**config.mk**
```make
export PLATFORM = sky130hd
export DESIGN_NAME = cof_trace_buf
export DESIGN_NICKNAME = d
export VERILOG_FILES = /design/src/rtl/dtf_pkg.sv /design/src/rtl/dtf_ctrl.sv /design/src/rtl/dtf_store.sv /design/src/rtl/cof_trace_buf.sv
export SDC_FILE = /design/constraint.sdc
export NUM_CORES = 1
export LEC_CHECK = 0
export ABC_AREA = 0
export BUFFER_PORTS_ARGS = -buffer_cell sky130_fd_sc_hd__buf_2
export CAP_MARGIN = 15
export CORE_MARGIN = 4
export CORE_UTILIZATION = 59
export CTS_BUF_LIST = sky130_fd_sc_hd__clkbuf_8
export DETAILED_ROUTE_END_ITERATION = 7
export PLACE_DENSITY = 0.89
export SYNTH_ARGS = -nofsm -noshare
export SYNTH_HDL_FRONTEND = slang
export SYNTH_SLANG_ARGS = --single-unit
```
**constraint.sdc**
```tcl
create_clock -name clk -period 3.35 [get_ports clk]
set_clock_uncertainty 0.15 [all_clocks]
set_input_delay 0.335 -clock clk [delete_from_list [all_inputs] [get_ports clk]]
set_output_delay 0.335 -clock clk [all_outputs]
set_load 0.005 [all_outputs]
```
**src/rtl/dtf_pkg.sv**
```systemverilog
package dtf_pkg;
   typedef enum logic {
      MODE_FLOW = 1'b0,
      MODE_DATA = 1'b1
   } cap_mode_e;
endpackage

```
**src/rtl/dtf_ctrl.sv**
```systemverilog
module dtf_ctrl #(
   parameter int DEPTH = 8,
   parameter int CW    = $clog2(DEPTH) + 1
) (
   input  logic              clk,
   input  logic              rst_n,
   input  dtf_pkg::cap_mode_e mode,
   input  logic              arm_set,
   input  logic              arm_clr,
   input  logic              begin_trig,
   input  logic              end_trig,
   input  logic              cap_stb,
   input  logic              rd_en,
   input  logic [CW-1:0]     count,
   output logic              armed,
   output logic              do_clear,
   output logic              do_push,
   output logic              do_pop,
   output logic              rd_take,
   output logic              rd_zero
);
   localparam logic [CW-1:0] FULL_CNT = CW'(DEPTH);
   localparam logic [CW-1:0] LAST_CNT = CW'(DEPTH - 1);

   logic gate_q, quiet, empty, full, drop;

   always_comb begin
      quiet    = !arm_set && !arm_clr;
      empty    = (count == '0);
      full     = (count == FULL_CNT);
      do_clear = arm_set;
      drop     = arm_clr && !arm_set && armed && !empty && !full;
      do_push  = quiet && armed && cap_stb && !full &&
                 ((mode == dtf_pkg::MODE_DATA) || gate_q);
      rd_take  = quiet && rd_en && !empty;
      rd_zero  = quiet && rd_en && empty;
      do_pop   = drop || rd_take;
   end

   always_ff @(posedge clk or negedge rst_n) begin
      if (!rst_n) begin
         armed <= 1'b0;
      end else if (arm_set) begin
         armed <= 1'b1;
      end else if (arm_clr) begin
         armed <= 1'b0;
      end else if (do_push && !rd_take && count == LAST_CNT) begin
         armed <= 1'b0;
      end
   end

   always_ff @(posedge clk or negedge rst_n) begin
      if (!rst_n) begin
         gate_q <= 1'b0;
      end else if (arm_set || arm_clr || !armed) begin
         gate_q <= 1'b0;
      end else if (end_trig) begin
         gate_q <= 1'b0;
      end else if (begin_trig && mode == dtf_pkg::MODE_FLOW) begin
         gate_q <= 1'b1;
      end
   end

   assert_full_disarms_R7: assert property (@(posedge clk) disable iff (!rst_n)
      (count == FULL_CNT) |-> !armed);
   assert_arm_restart_R2: assert property (@(posedge clk) disable iff (!rst_n)
      arm_set |=> (armed && count == '0));
   assert_manual_stop_R10: assert property (@(posedge clk) disable iff (!rst_n)
      (arm_clr && !arm_set) |=> !armed);
   assert_idle_store_R11: assert property (@(posedge clk) disable iff (!rst_n)
      (!armed && !arm_set) |=> (count <= $past(count)));
endmodule

```
**src/rtl/dtf_store.sv**
```systemverilog
module dtf_store #(
   parameter int WORD_W = 16,
   parameter int DEPTH  = 8,
   parameter int CW     = $clog2(DEPTH) + 1
) (
   input  logic              clk,
   input  logic              rst_n,
   input  logic              do_clear,
   input  logic              do_push,
   input  logic              do_pop,
   input  logic              rd_take,
   input  logic              rd_zero,
   input  logic [WORD_W-1:0] din,
   output logic [CW-1:0]     count,
   output logic [WORD_W-1:0] rd_data
);
   localparam int PW = $clog2(DEPTH);
   localparam logic [CW-1:0] FULL_CNT = CW'(DEPTH);

   if (DEPTH < 2 || (DEPTH & (DEPTH - 1)) != 0) begin : g_depth_bad
      $error("dtf_store: DEPTH must be a power of two of at least 2");
   end

   logic [WORD_W-1:0] mem [DEPTH];
   logic [PW-1:0]     wr_ptr, rd_ptr;

   always_ff @(posedge clk) begin
      if (do_push && !do_clear) begin
         mem[wr_ptr] <= din;
      end
   end

   always_ff @(posedge clk or negedge rst_n) begin
      if (!rst_n) begin
         wr_ptr <= '0;
         rd_ptr <= '0;
         count  <= '0;
      end else if (do_clear) begin
         wr_ptr <= '0;
         rd_ptr <= '0;
         count  <= '0;
      end else begin
         if (do_push) wr_ptr <= wr_ptr + PW'(1);
         if (do_pop)  rd_ptr <= rd_ptr + PW'(1);
         count <= count + CW'(do_push) - CW'(do_pop);
      end
   end

   always_ff @(posedge clk or negedge rst_n) begin
      if (!rst_n) begin
         rd_data <= '0;
      end else if (rd_take) begin
         rd_data <= mem[rd_ptr];
      end else if (rd_zero) begin
         rd_data <= '0;
      end
   end

   assert_no_overflow_R5: assert property (@(posedge clk) disable iff (!rst_n)
      count <= FULL_CNT);
   assert_empty_read_R9: assert property (@(posedge clk) disable iff (!rst_n)
      rd_zero |=> (rd_data == '0));
   assert_pop_count_R8: assert property (@(posedge clk) disable iff (!rst_n)
      (rd_take && !do_push && !do_clear) |=> (count == $past(count) - CW'(1)));
endmodule

```
**src/rtl/cof_trace_buf.sv**
```systemverilog
module cof_trace_buf #(
   parameter int WORD_W = 16,
   parameter int DATA_W = 8,
   parameter int DEPTH  = 8
) (
   input  logic                       clk,
   input  logic                       rst_n,
   input  logic                       mode_data,
   input  logic                       arm_set,
   input  logic                       arm_clr,
   input  logic                       begin_trig,
   input  logic                       end_trig,
   input  logic                       cap_stb,
   input  logic [WORD_W-1:0]          cap_addr,
   input  logic [DATA_W-1:0]          cap_data,
   input  logic                       rd_en,
   output logic                       armed,
   output logic [$clog2(DEPTH):0]     count,
   output logic [WORD_W-1:0]          rd_data
);
   localparam int CW = $clog2(DEPTH) + 1;

   if (DATA_W > WORD_W) begin : g_width_bad
      $error("cof_trace_buf: DATA_W must not exceed WORD_W");
   end

   dtf_pkg::cap_mode_e mode;
   logic [WORD_W-1:0]  data_ext, din;
   logic do_clear, do_push, do_pop, rd_take, rd_zero;

   assign mode = dtf_pkg::cap_mode_e'(mode_data);

   if (DATA_W == WORD_W) begin : g_data_same
      assign data_ext = cap_data;
   end else begin : g_data_pad
      assign data_ext = {{(WORD_W - DATA_W){1'b0}}, cap_data};
   end

   assign din = (mode == dtf_pkg::MODE_DATA) ? data_ext : cap_addr;

   dtf_ctrl #(.DEPTH(DEPTH), .CW(CW)) u_ctrl (
      .clk(clk), .rst_n(rst_n), .mode(mode),
      .arm_set(arm_set), .arm_clr(arm_clr),
      .begin_trig(begin_trig), .end_trig(end_trig),
      .cap_stb(cap_stb), .rd_en(rd_en), .count(count),
      .armed(armed), .do_clear(do_clear), .do_push(do_push),
      .do_pop(do_pop), .rd_take(rd_take), .rd_zero(rd_zero)
   );

   dtf_store #(.WORD_W(WORD_W), .DEPTH(DEPTH), .CW(CW)) u_store (
      .clk(clk), .rst_n(rst_n), .do_clear(do_clear),
      .do_push(do_push), .do_pop(do_pop),
      .rd_take(rd_take), .rd_zero(rd_zero), .din(din),
      .count(count), .rd_data(rd_data)
   );

   assert_data_zext_R4: assert property (@(posedge clk) disable iff (!rst_n)
      (do_push && mode == dtf_pkg::MODE_DATA) |-> (din[DATA_W-1:0] == cap_data));
endmodule

```
# Word level (Yosys, flattened, before mapping)
# Memories as Yosys holds them, arrays and structs flattened.
# Index checks and enable logic that the tools add are counted.
[word_totals]
reg_bits = 28
mem_bits_rw = 128
inputBits = 33
output_inout_bits = 21
elab_cells = 62
n_memories = 1
[memory_table]
columns = ["name", "depth", "word_bits", "rd", "rd_ports_with_merged_regs", "wr", "line", "text"]
rows = [
  ["u_store.mem", 8, 16, 1, 0, 1, "dtf_store.sv:24", "logic [WORD_W-1:0] mem [DEPTH];"],
]
[op_classes]
add_sub_neg = 4
n_eq_ne = 2
muxes = 16
bitwise_logic = 1
n_reduce_logical = 32
[op_table]
columns = ["op", "n"]
rows = [
  ["$mux W16", 3],
  ["$logic_and A1 B1 Y1", 16],
  ["$mux W3", 4],
  ["$mux W1", 8],
  ["$add A3 B1 Y3 const B", 2],
  ["$logic_not A1 Y1", 6],
  ["$reduce_bool A2 Y1", 3],
  ["$reduce_bool A3 Y1", 2],
  ["$add A4 B1 Y4", 1],
  ["$eq A4 B3 Y1 const B", 1],
  ["$eq A4 B4 Y1 const B", 1],
  ["$logic_not A4 Y1", 1],
  ["$logic_or A1 B1 Y1", 4],
  ["$mux W4", 1],
  ["$sub A4 B1 Y4", 1],
  ["$not A1 Y1", 1],
]

# Logic depth before layout (Yosys ltp)
[logic_depth]
depth_word = 11
ltp_mapped = 11
mapped_depth_nobuf = 11

# Hierarchy
# Synthesis repeated with hierarchy kept, for this count alone.
[hier_totals]
cells_unflattened = 365
hier_area_um2 = 6396.1
[modules_own_cells]
columns = ["mod", "n_inst", "cells_per_inst", "area_per_inst_um2"]
rows = [
  ["dtf_store", 1, 326, 6028.3],
  ["cof_trace_buf", 1, 18, 193.9],
  ["dtf_ctrl", 1, 21, 173.9],
]

# Worst setup path before layout
# OpenSTA, ideal clock, no wires.
[synth_path]
kind = "register -> register"
start = "register u_ctrl.armed"
end = "memory u_store.mem[0][0], enable pin"
setup_ps = 409
arrival_time_ps = 2435
required_time_ps = 2791
path_slack_ps = 356
path_stages_with_launch = 5
path_buffers = 0
cell_sequence = "dfrtp_1 > or3b_4 > nor3_4 > nand2b_4 > nor3_1"
[synth_via]
elab_chain_cells = 7
[synth_lines]
columns = ["item", "line", "text"]
rows = [
  ["from (decl)", "dtf_ctrl.sv:15", "output logic armed,"],
  ["from (signal assigned)", "dtf_ctrl.sv:42", "armed <= 1'b0;"],
  ["from (signal assigned)", "dtf_ctrl.sv:44", "armed <= 1'b1;"],
  ["from (signal assigned)", "dtf_ctrl.sv:46", "armed <= 1'b0;"],
  ["$logic_and A1 B1 Y1 (4 in series)", "dtf_ctrl.sv:33", "do_push = quiet && armed && cap_stb && !full &&"],
  ["$logic_and A1 B1 Y1", "dtf_store.sv:28", "if (do_push && !do_clear) begin"],
  ["$mux W1", "dtf_store.sv:28", ""],
  ["$mux W1 (implied by the code)", "dtf_store.sv:29", "mem[wr_ptr] <= din;"],
  ["to (decl)", "dtf_store.sv:24", ""],
]
# Every way passes these cells.

# Worst setup path after layout
[layout_path]
start = "register u_store.count[2]"
end = "register u_store.count[1]"
[layout_via]
elab_chain_cells = 7
elab_cells_between_ends = 13
[layout_lines]
columns = ["item", "line", "text"]
rows = [
  ["from (decl)", "dtf_store.sv:14", "output logic [CW-1:0] count,"],
  ["from (signal assigned)", "dtf_store.sv:45", "count <= count + CW'(do_push) - CW'(do_pop);"],
  ["$eq A4 B4 Y1 / $logic_not A4 Y1 (equally long branches)", "dtf_ctrl.sv:30, dtf_ctrl.sv:29", ""],
  ["$logic_not A1 Y1, on equally long branches", "dtf_ctrl.sv:32, dtf_ctrl.sv:33, dtf_ctrl.sv:35", ""],
  ["$logic_and A1 B1 Y1, on equally long branches (2 in series)", "dtf_ctrl.sv:33, dtf_ctrl.sv:32", ""],
  ["$add A4 B1 Y4 / $logic_or A1 B1 Y1 (equally long branches)", "dtf_store.sv:45, dtf_ctrl.sv:37", ""],
  ["$sub A4 B1 Y4 (*)", "dtf_store.sv:45", ""],
  ["$mux W4 (*)", "dtf_store.sv:38", "end else if (do_clear) begin"],
]
# Mark *: on every way between the ends. The rest lies on a longest branch, timed or not.
# A chain may end at the register's enable or synchronous reset.

==> metrics.md <==
| Metric | Value |
|---|---|
| Die Width | `approximately 110 um` |
| Fin. Hold Viols | `0` |
| Cts bufs inserted | `17` |
| Crit-path most repeated cell | `ha_1` |
| Footprint of the multi-input gates | `approximately 1700 um^2` |
| Vias in the first global route | `3754` |
| Status | `completed` |
| Top cell type's share of synthesized area | `60.1%` |
| Hold Crit Class | `input pin to register` |
| Power Density | `598 nW/um^2` |
| Final setup violation count | `0` |
| Min cycle time layout | `approximately 2.8 ns` |
| Critical path cell sequence | `inv_1, ha_1, or3b_2, nand2b_4, a22oi_1, o22ai_1, ha_1, fa_1, nor2b_1` |
| # Post-CTS Setup Buffers | `0` |
| Post-Syn Area per Cell | `approximately 17 um^2` |
| Req. time, crit path | `3.53 ns` |
| Clk_lat worst skew | `about 0.45 ns` |
| Most common cell in the netlist | `edfxtp_1` |
| Top post-synthesis cells by area | `edfxtp_1 (60%), dfrtp_1 (11%), mux2_2 (7.0%)` |
| VDD IR max | `around 340 uV` |
| Syn-to-layout area delta | `14.0%` |
| Synth cell count leaders | `edfxtp_1 (128), mux2_2 (40), dfrtp_1 (28), nor2_1 (22), nand2_1 (19)` |
| Gpl congestion | `0.873` |
| CP max FO | `21` |
| CP Data Arrival Time | `roughly 3.0 ns` |
| Vias per cell | `around 6.0` |
| Measured slew at the worst slew-check pin | `0.804 ns` |
| Max-cap violations | `0` |
| Largest area contributor in the netlist | `edfxtp_1` |
| Seq/Total Area, Yosys | `between 70 and 80%` |
| Slowest cell on the critical path | `or3b_2` |
| Buffers on Ports | `53` |
| DRC violations left | `0` |
| Highest clock rate | `about 360 MHz` |
| RSZ-0062 raised after global routing | `false` |
| Yosys reg bits | `roughly 160` |
| Nets | `between 400 and 500` |
| Clk buf depth | `2` |
| Most used DFF post-synth | `edfxtp_1` |
| Via count | `~3600` |
| Setup_tns | `0 ns` |
| Mapped Area | `~6400 um^2` |
| Pin count of the biggest net entering global routing | `29` |
| Root buf cell | `clkbuf_8` |
| CTS tree | `yes` |
| Register area | `4550 um^2` |
| Initial Utilization | `between 60% and 70%` |
| GRT Overall Usage | `21.5%` |
| CTS Hold Buffers Added | `2` |
| Routed Wire Length | `between 10000 and 15000 um` |
| H-Tree Depth | `4` |
| Number of synthesized flops with an enable pin | `128` |
| End-of-flow core utilization | `69.7%` |
| Warnings, synthesis | `0` |
| FP Rows | `37` |
| Antenna violations before repair | `0` |
| Post-route ant nets | `0` |
| Final Cycle Share | `around 84%` |
| Number of library cell types mapped by synthesis | `39` |
| Detailed-route wire length per cell | `roughly 22 um` |
| Cells after Synth | `roughly 380` |
| Dpl hpwl | `~7900 um` |
| Core area | `about 10000 um^2` |
| Slowest Stage Delay on Critical Path | `between 0.5 and 0.6 ns` |
| Crit Path Category | `register to register` |
| Post-cts sizing count | `0` |
| First-pass GRT wire length | `about 20000 um` |
| CTS sink cnt | `156` |
| Mapped Nets | `between 400 and 500` |
| Crit end category | `register` |
| Clock-pin slew on the worst setup and hold paths | `0.09 ns` |
| Proportion of layout cells with a drive suffix above 1 | `between 30% and 40%` |
| Max Slew Vio Count | `0` |
| DR iter-0 viols | `270` |
| # fillers | `about 690` |
| TritonRoute pass-1 iters | `5` |
| Critical path launch point type | `register` |
| Chip height | `between 100 and 150 um` |
| Max_slew headroom | `46.4%` |
| Die area | `roughly 13000 um^2` |
| Total grt overflow | `0` |
| Io pins | `54` |
| Leakage power | `2.66 nW` |
| Synth async-reset ratio | `around 18%` |
| ANT cells | `0` |
| Worst reg-to-reg setup slack | `0.54 ns` |
-- layout by cell type, fill, tap and decap left out, types with 4 or more instances in the layout --
cell	synthesis	final
a21oi_1	4	4
buf_2	10	53
buf_4	1	11
clkbuf_8	0	18
dfrtp_1	28	27
edfxtp_1	128	128
ha_1	8	8
inv_1	5	5
inv_6	0	4
mux2_2	40	40
mux4_2	16	16
nand2_1	19	19
nand2b_1	5	5
nor2_1	22	22
nor2b_1	11	11
nor3b_2	4	4
o21ai_0	5	5
o22ai_1	17	17
o31ai_1	17	17
-- kinds of logic after synthesis --
logic type,after synthesis,synth area share (%)
fa+ha+maj,9,1.88
mux,58,13.0
xor+xnor,2,0.274
compound gates,49,5.07
buf+inv,26,1.78
flops,156,71.0
simple gates,78,6.98
-- sequential cells by signal, summed over array words and instances (netlist names) --
register / count
u_store.rd_ptr: 3
u_store.mem: 128
u_ctrl.armed: 1
u_ctrl.gate_q: 1
u_store.rd_data: 16
u_store.wr_ptr: 3
u_store.count: 4
-- metrics by stage --
stage	cells	cell area (um^2)	hold WS [ns]	setup WS, ns	power, W
finish	594	7290	0.0585	0.535	0.00436
global route	594	7290	0.0587	0.433	0.00456
floorplan	378	6400	-0.111	0.356	0.00280
detailed placement	560	6890	0.275	0.557	0.00306
CTS	594	7290	0.0295	0.550	0.00439
global placement	560	6890	0.260	0.695	0.00302
-- metal layers --
metal / part of all wire, % / global-route usage (%)
met5: 0 / 0
met2: 51 / 35.6
met3: 5.8 / 4.37
met1: 40 / 27.5
met4: 2.9 / 9.94
-- area by class of cell --
class	instances	area share (%)
Timing Repair Buffer	69	5.87
Tap cell	136	2.33
Clock buffer	18	3.40
Multi-Input combinational cell	196	24.0
Clock inverter	14	1.84
Sequential cell	156	62.3
Inverter	5	0.257
-- path summary, 6_finish.rpt --
kind,start,endpoint,cells past startpoint
setup / recovery,u_store.count[2]$_DFF_PN0_,u_store.count[1]$_DFF_PN0_,9
hold / removal,arm_set,u_store.count[0]$_DFF_PN0_,2
setup reg to reg,u_store.count[2]$_DFF_PN0_,u_store.count[1]$_DFF_PN0_,9
hold reg to reg,u_store.rd_data[13]$_DFFE_PN0P_,u_store.rd_data[13]$_DFFE_PN0P_,2
max in group asynchronous,rst_n,u_store.rd_ptr[0]$_DFFE_PN0P_,2
min in group asynchronous,rst_n,u_ctrl.armed$_DFFE_PN0P_,2
-- critical path, delay by kind of cell (launching register included) --
| kind | cells | cell delay [ns] |
|---|---|---|
| flops | 1 | 0.41 |
| simple gates | 3 | 0.93 |
| buf+inv | 1 | 0.12 |
| compound gates | 2 | 0.30 |
| fa+ha+maj | 3 | 0.79 |
-- power breakdown --
part / internal, W / switching (W)
clock network: 0.000622 / 0.000727
logic: 0.000361 / 0.000352
registers: 0.00221 / 0.0000913
total: 0.00319 / 0.00117
(Power assumes the default switching activity.)
